$ cat src/rtl/rsm_pkg.sv
package rsm_pkg;
  // Records which direction caused the pending changeover lockout
  typedef enum logic [1:0] {
    LAST_NONE = 2'd0,
    LAST_FWD  = 2'd1,
    LAST_REV  = 2'd2
  } last_dir_e;

  function automatic int unsigned cnt_width(input int unsigned max_val);
    int unsigned w;
    w = 1;
    while ((max_val >> w) != 0) w++;
    return w;
  endfunction
endpackage

$ cat src/rtl/rsm_rst_sync.sv
module rsm_rst_sync #(
  parameter int unsigned STAGES = 2
) (
  input  logic clk,
  input  logic rst_n,
  output logic rst_sync_n
);
  logic [STAGES-1:0] sh_q;

  always_ff @(posedge clk or negedge rst_n) begin
    if (!rst_n) sh_q <= '0;
    else        sh_q <= {sh_q[STAGES-2:0], 1'b1};
  end

  assign rst_sync_n = sh_q[STAGES-1];
endmodule

$ cat src/rtl/rsm_changeover_timer.sv
module rsm_changeover_timer
  import rsm_pkg::*;
#(
  parameter int unsigned DELAY_MS = 300
) (
  input  logic clk,
  input  logic rst_n,
  input  logic tick,
  input  logic drop_fwd,
  input  logic drop_rev,
  output logic blk_fwd,
  output logic blk_rev
);
  localparam int unsigned CW = cnt_width(DELAY_MS);
  localparam logic [CW-1:0] LOAD_VAL = CW'(DELAY_MS);

  logic [CW-1:0] cnt_q, cnt_d;
  last_dir_e     last_q, last_d;
  logic          busy;

  assign busy = (cnt_q != '0);

  // Next-state: a new drop reloads the window, otherwise count ticks down
  always_comb begin
    cnt_d  = cnt_q;
    last_d = last_q;
    if (drop_fwd) begin
      cnt_d  = LOAD_VAL;
      last_d = LAST_FWD;
    end else if (drop_rev) begin
      cnt_d  = LOAD_VAL;
      last_d = LAST_REV;
    end else if (tick && busy) begin
      cnt_d = cnt_q - 1'b1;
      if (cnt_q == CW'(1)) last_d = LAST_NONE;
    end
  end

  // Reset leaves the window already expired
  always_ff @(posedge clk or negedge rst_n) begin
    if (!rst_n) begin
      cnt_q  <= '0;
      last_q <= LAST_NONE;
    end else begin
      cnt_q  <= cnt_d;
      last_q <= last_d;
    end
  end

  // Only the opposite of the direction that dropped is held off
  assign blk_fwd = busy && (last_q == LAST_REV);
  assign blk_rev = busy && (last_q == LAST_FWD);
endmodule

$ cat src/rtl/rsm_dir_ctrl.sv
module rsm_dir_ctrl (
  input  logic clk,
  input  logic rst_n,
  input  logic fwd_btn,
  input  logic rev_btn,
  input  logic healthy,
  input  logic blk_fwd,
  input  logic blk_rev,
  output logic fwd_q,
  output logic rev_q,
  output logic drop_fwd,
  output logic drop_rev
);
  logic fwd_d, rev_d;
  logic idle, fwd_start, rev_start;

  assign idle = !fwd_q && !rev_q;

  // Start terms: stopped, single button, no lockout for that direction
  assign fwd_start = idle && fwd_btn && !rev_btn && !blk_fwd;
  assign rev_start = idle && rev_btn && !fwd_btn && !blk_rev;

  // Seal-in through the own flag, interlocked on the other flag
  always_comb begin
    fwd_d = healthy && !rev_q && (fwd_q || fwd_start);
    rev_d = healthy && !fwd_q && (rev_q || rev_start);
  end

  always_ff @(posedge clk or negedge rst_n) begin
    if (!rst_n) begin
      fwd_q <= 1'b0;
      rev_q <= 1'b0;
    end else begin
      fwd_q <= fwd_d;
      rev_q <= rev_d;
    end
  end

  assign drop_fwd = fwd_q && !fwd_d;
  assign drop_rev = rev_q && !rev_d;
endmodule

$ cat src/rtl/rev_starter.sv
module rev_starter #(
  parameter int unsigned DELAY_MS = 300
) (
  input  logic clk,
  input  logic rst_n,
  input  logic tick_1ms,
  input  logic fwd_btn,
  input  logic rev_btn,
  input  logic stop_ok,
  input  logic ol_ok,
  output logic fwd_out,
  output logic rev_out
);
  logic rst_sync_n;
  logic healthy;
  logic fwd_q, rev_q;
  logic drop_fwd, drop_rev;
  logic blk_fwd, blk_rev;

  assign healthy = stop_ok && ol_ok;

  rsm_rst_sync #(.STAGES(2)) u_rst (
    .clk        (clk),
    .rst_n      (rst_n),
    .rst_sync_n (rst_sync_n)
  );

  rsm_dir_ctrl u_dir (
    .clk      (clk),
    .rst_n    (rst_sync_n),
    .fwd_btn  (fwd_btn),
    .rev_btn  (rev_btn),
    .healthy  (healthy),
    .blk_fwd  (blk_fwd),
    .blk_rev  (blk_rev),
    .fwd_q    (fwd_q),
    .rev_q    (rev_q),
    .drop_fwd (drop_fwd),
    .drop_rev (drop_rev)
  );

  rsm_changeover_timer #(.DELAY_MS(DELAY_MS)) u_tmr (
    .clk      (clk),
    .rst_n    (rst_sync_n),
    .tick     (tick_1ms),
    .drop_fwd (drop_fwd),
    .drop_rev (drop_rev),
    .blk_fwd  (blk_fwd),
    .blk_rev  (blk_rev)
  );

  // Outputs are gated directly by the safety inputs so they drop this cycle
  assign fwd_out = fwd_q && healthy;
  assign rev_out = rev_q && healthy;
endmodule

$ cat config.mk
export PLATFORM = sky130hd
export DESIGN_NAME = rev_starter
export DESIGN_NICKNAME = d
export VERILOG_FILES = /design/src/rtl/rsm_pkg.sv /design/src/rtl/rsm_rst_sync.sv /design/src/rtl/rsm_changeover_timer.sv /design/src/rtl/rsm_dir_ctrl.sv /design/src/rtl/rev_starter.sv
export SDC_FILE = /design/constraint.sdc
export NUM_CORES = 1
export LEC_CHECK = 0
export ABC_CLOCK_PERIOD_IN_PS = 1050
export CORE_MARGIN = 3
export CORE_UTILIZATION = 55
export CTS_CLUSTER_SIZE = 12
export DETAILED_ROUTE_END_ITERATION = 8
export DONT_BUFFER_PORTS = 1
export HOLD_SLACK_MARGIN = 0.12
export PLACE_DENSITY = 0.7
export SLEW_MARGIN = 20
export SYNTH_ARGS = -nofsm -noshare
export SYNTH_HDL_FRONTEND = slang
export SYNTH_SLANG_ARGS = --single-unit
$ cat constraint.sdc
create_clock -name clk -period 1.05 [get_ports clk]
set_input_delay 0.0525 -clock clk [delete_from_list [all_inputs] [get_ports clk]]
set_output_delay 0.0525 -clock clk [all_outputs]
set_load 0.02 [all_outputs]
==> results of run 1 <==
## cells by family after synthesis
kind of cell    count (synthesis)  synth area share, %
simple gates                   34                22.98
fa+ha+maj                       3                4.755
compound gates                 18                16.80
buf+inv                         6                3.011
flops                          15                47.54
xor+xnor                        4                4.438
other cells                     1               0.4750
## metrics by stage
| stage | TNS (ps) | util, % | setup WS, ps | hold WS, ps |
|---|---|---|---|---|
| 3_3_place_gp | -7355 | 75.40 | -675.4 | -243.1 |
| 2_1_floorplan | -6498 | - | -696.0 | -243.1 |
| 4_1_cts | -7310 | 90.98 | -708.8 | 37.85 |
| 3_5_place_dp | -7859 | 75.40 | -719.8 | -243.1 |
## cell usage after synthesis, types with 2 or more instances
cell	count
sky130_fd_sc_hd__dfrtp_1	15
sky130_fd_sc_hd__nor2_1	8
sky130_fd_sc_hd__nand2_1	7
sky130_fd_sc_hd__inv_1	5
sky130_fd_sc_hd__ha_1	3
sky130_fd_sc_hd__nand3_1	3
sky130_fd_sc_hd__nor3_1	3
sky130_fd_sc_hd__o211ai_1	3
sky130_fd_sc_hd__xor2_1	3
sky130_fd_sc_hd__a211o_1	2
sky130_fd_sc_hd__a21oi_1	2
sky130_fd_sc_hd__a311oi_1	2
sky130_fd_sc_hd__and2_1	2
sky130_fd_sc_hd__o21ai_0	2
sky130_fd_sc_hd__o31ai_1	2
sky130_fd_sc_hd__or4_1	2
## what timing repair did
item	4_1_cts
endpoints found under the setup margin	15
setup buffers	6
hold buffers	6
pin swaps	21
gates resized for setup	21
endpoints found under the hold margin	10
==> flow_summary.json, run 1 <==
{
  "status": "did not finish",
  "flow.stopped_at": "global routing",
  "flow.first_error": "[ERROR DPL-0033] detailed placement checks failed during check placement.",
  "yosys-top-cells-area": "sky130_fd_sc_hd__dfrtp_1, sky130_fd_sc_hd__ha_1, sky130_fd_sc_hd__nor2_1",
  "gp_weighted_congestion": 0.7890,
  "syn_inst": 81,
  "place_hpwl_um": 1373,
  "synth_enable_flop_cells": 0,
  "clkSinkCount": 15,
  "num_io_pins": 9,
  "cts_htree_levels": 1,
  "synth.avg_cell_area_um2": 9.747,
  "floorplan.die.height_um": 43.89,
  "netlist_area_um2": 789.5,
  "grt_max_degree": 14,
  "die-width_um": 43.89,
  "initial_utilization_pct": 59.92,
  "clockRootBuffer": "sky130_fd_sc_hd__clkbuf_4",
  "numPortBuffers": 0,
  "cell_total_after_placement": 117,
  "ys_seq_area_share_pct": 47.54,
  "worst_endpoint_kind": "sequential cell input",
  "synthArstFlopShare_pct": 100.0,
  "synth_top_area_share_pct": 47.54,
  "yosysWarningCount": 0,
  "repair-timing-grt-worst-ep": "u_tmr.cnt_q[3]$_DFFE_PN0P_/D",
  "synth_ff_type": "sky130_fd_sc_hd__dfrtp_1",
  "antenna_found_initial": 0,
  "cts_buffers": 3,
  "postPlaceCellArea_um2": 993.5,
  "rows": 13,
  "yosys_register_bits": 15,
  "clock_path_buffers": 2,
  "cell_accounting_for_the_most_synthesized_area": "sky130_fd_sc_hd__dfrtp_1",
  "mappedNetlistNets": 91,
  "synth.lib_cells_used.distinct": 33
}
==> run 2: changes to the inputs <==
CORE_AREA = 3 3 64 66   (was default)
CORE_MARGIN = default   (was 3)
CORE_UTILIZATION = default   (was 55)
CTS_CLUSTER_SIZE = default   (was 12)
DIE_AREA = 0 0 67 69   (was default)
HOLD_SLACK_MARGIN = default   (was 0.12)
PLACE_DENSITY = default   (was 0.7)
PLACE_DENSITY_LB_ADDON = 0.15   (was default)
==> flow_summary.json, run 2 <==
{
  "status": "finished, violations left",
  "violations": "negative setup slack",
  "cts_tree": "yes",
  "clockRootBuffer": "sky130_fd_sc_hd__clkbuf_8",
  "synth.avg_cell_area_um2": 9.747,
  "total_power_w": 0.002861,
  "timing.fmax_mhz": 572.5,
  "grt.met2_usage_pct": 17.14,
  "rows": 22,
  "critical_path.startpoint_type": "register",
  "num_vias": 737,
  "die_area_mm2": 0.004623,
  "netlist_area_um2": 789.5,
  "p_leak_nw": 0.5314,
  "hold_ws_ps": 20.16,
  "routed_wl_um": 2066,
  "synth_top_family_by_area": "simple AND/OR/NAND/NOR gates",
  "source_to_sink_clock_delay_at_the_later_pin_of_the_worst_skew_pair_ps": 240,
  "cts_htree_levels": 1,
  "drt_first_iter_violations": 9,
  "final-setup-viol-count": 13,
  "drt_first_pass_iters": 4,
  "period_share_pct": 166.4,
  "finalMaxSlewViolations": 0,
  "final.fill_count": 398,
  "globalRoute.totalOverflow": 0,
  "min-delay-path-class": "input port to register",
  "crit_start": "u_tmr.cnt_q[1]",
  "gp_weighted_congestion": 0.7024,
  "yosys_register_bits": 15,
  "final_layout_size_suffix_gt1_share_pct": 50.85,
  "vias_in_the_first_global_route": 780,
  "globalRoute.busiestLayer": "met2",
  "synth-xor-area-share_pct": 4.437,
  "number_of_diodes_added_for_antenna_fixing": 0,
  "top_register": "u_tmr.cnt_q",
  "timing.setup.critical_path_class": "register to register",
  "drc": 0,
  "numPortBuffers": 0,
  "setup_slack_ps": -696.9,
  "utilization_after_layout_pct": 35.78,
  "timing.hold.worst.start": "rev_btn",
  "core-area_mm2": 0.003633,
  "synth_common_cells": "sky130_fd_sc_hd__dfrtp_1, sky130_fd_sc_hd__nor2_1, sky130_fd_sc_hd__nand2_1",
  "max_rail_drop_vdd_uv": 887.6,
  "yosys-top-cells-area": "sky130_fd_sc_hd__dfrtp_1, sky130_fd_sc_hd__ha_1, sky130_fd_sc_hd__nor2_1",
  "clkSinkCount": 15,
  "grt_max_degree": 14,
  "clk_transition_reported_paths_ps": 60,
  "syn_inst": 81,
  "post_synth_simple_gate_area_pct": 22.98,
  "clock_path_buffers": 2,
  "num_io_pins": 9,
  "die-width_um": 67,
  "final_hold_viol_count": 0,
  "mappedNetlistNets": 91,
  "yosysWarningCount": 0,
  "cp-end-kind": "register",
  "drt_antenna_net_count": 0,
  "path_max_fanout": 4,
  "groute.layer.met1.usage_pct": 12.22,
  "arrival_worst_endpoint_ps": 1880,
  "ys_seq_area_share_pct": 47.54,
  "synth_top_area_share_pct": 47.54,
  "place_hpwl_um": 1541,
  "floorplan.die.height_um": 69,
  "p_per_area_mw_per_mm2": 2201,
  "largestRegisters": "u_tmr.cnt_q x9, u_rst.sh_q x2, u_tmr.last_q x2",
  "largest_reg_flops": 9,
  "worstPathRequired_ps": 1180,
  "synth.lib_cells_used.distinct": 33,
  "initial_utilization_pct": 21.73,
  "cell_accounting_for_the_most_synthesized_area": "sky130_fd_sc_hd__dfrtp_1",
  "antenna_found_initial": 0,
  "synthArstFlopShare_pct": 100.0,
  "layout_commonest_cell": "sky130_fd_sc_hd__buf_4",
  "multi_input_area_um2": 520.5,
  "via_per_inst": 4.440,
  "fin_skew_ps": 1.340,
  "synth_ff_type": "sky130_fd_sc_hd__dfrtp_1",
  "first_pass_grt_wire_length_um": 3567,
  "layout.cells.most_common_list": "sky130_fd_sc_hd__buf_4, sky130_fd_sc_hd__dfrtp_1, sky130_fd_sc_hd__nand2_1",
  "multiplexer_area_fraction_after_synthesis_pct": 0,
  "maxCapViolCount": 0,
  "grt_util_all_layers_pct": 10.15,
  "synth-compound-area-share_pct": 16.80,
  "rsz0062_at_grt": "true",
  "cts_buffers": 3,
  "synth_most_common_cell": "sky130_fd_sc_hd__dfrtp_1",
  "synth-adder-area-share_pct": 4.754,
  "detail_route.wl_per_cell_um": 12.45,
  "seqCellArea_um2": 375.4,
  "nNetsFinal": 129,
  "synth_enable_flop_cells": 0,
  "fin_crit_ps": 1747,
  "area.growth.synth_to_final_pct": 64.66,
  "worstReg2RegStart": "u_tmr.cnt_q[1]",
  "finalSetupTns_ps": -7590,
  "use_met3_pct": 2.117
}
[run 2: cell counts after synthesis]
No cell type changed its count.
[run 2: stage by stage]
stage | std cells | instance area, µm² | worst slack, ps
detailed placement | 154 | 1065 | -707.0
floorplan | 81 | 820.8 | -696.0
CTS | 163 | 1236 | -698.2
finish | 166 | 1300 | -696.9
global placement | 154 | 1065 | -719.1
global route | 166 | 1300 | -824.0
[run 2: cell families (layout without fill, tap and decap cells)]
kind of cell,count (synthesis),after routing
other,1,1
AOI/OAI and AO/OA,18,18
and+or+nand+nor,34,34
adders and majority gates,3,3
DFF,15,15
xor gates and xnor gates,4,4
buffers and inverters,6,43
[run 2: layout make-up]
type | count | share of cell area (%)
multi-input cells | 60 | 40.04
flip-flops and latches | 15 | 28.87
repair buffers | 34 | 21.37
well taps | 48 | 4.620
clock buffers | 4 | 3.465
inverters | 5 | 1.636
[run 2: final timing paths]
kind                            slack [ps]  cells after the start              to
worst min register to register         180                      1  u_tmr.cnt_q[0]
min in group asynchronous               30                      1   u_rst.sh_q[1]
max in group asynchronous              710                      1  u_tmr.cnt_q[3]
worst max-delay path                  -700                      7  u_tmr.cnt_q[2]
worst min-delay path                    20                      2     u_dir.fwd_q
worst max register to register        -700                      7  u_tmr.cnt_q[2]
[run 2: where the power goes]
group | total, W | internal, W | switching, W
registers | 0.000900 | 0.000768 | 0.000131
logic | 0.00149 | 0.000828 | 0.000665
clock network | 0.000469 | 0.000268 | 0.000200
total | 0.00286 | 0.00186 | 0.000996
[run 2: critical path: stages (launching register included)]
cell and delay, ps:
sky130_fd_sc_hd__dfrtp_1 390, sky130_fd_sc_hd__inv_2 80, sky130_fd_sc_hd__ha_4 130, sky130_fd_sc_hd__or4b_4 470, sky130_fd_sc_hd__buf_4 160, sky130_fd_sc_hd__nor2_4 90, sky130_fd_sc_hd__nor3_1 60, sky130_fd_sc_hd__a211o_1 260
[run 2: routing by layer]
layer,up-vias,share of wire [%]
met3,2,1.7
met4,0,0.68
met5,-,0
met2,4,54
li1,372,-
met1,359,43
[run 2: what timing repair did]
action	in CTS	in global routing
endpoints found under the hold margin	4	0
setup buffers	4	3
endpoints found under the setup margin	15	14
gates resized for setup	20	9
cloned	0	0
pin swaps	16	7
hold buffers	3	0
(Power assumes the default switching activity.)
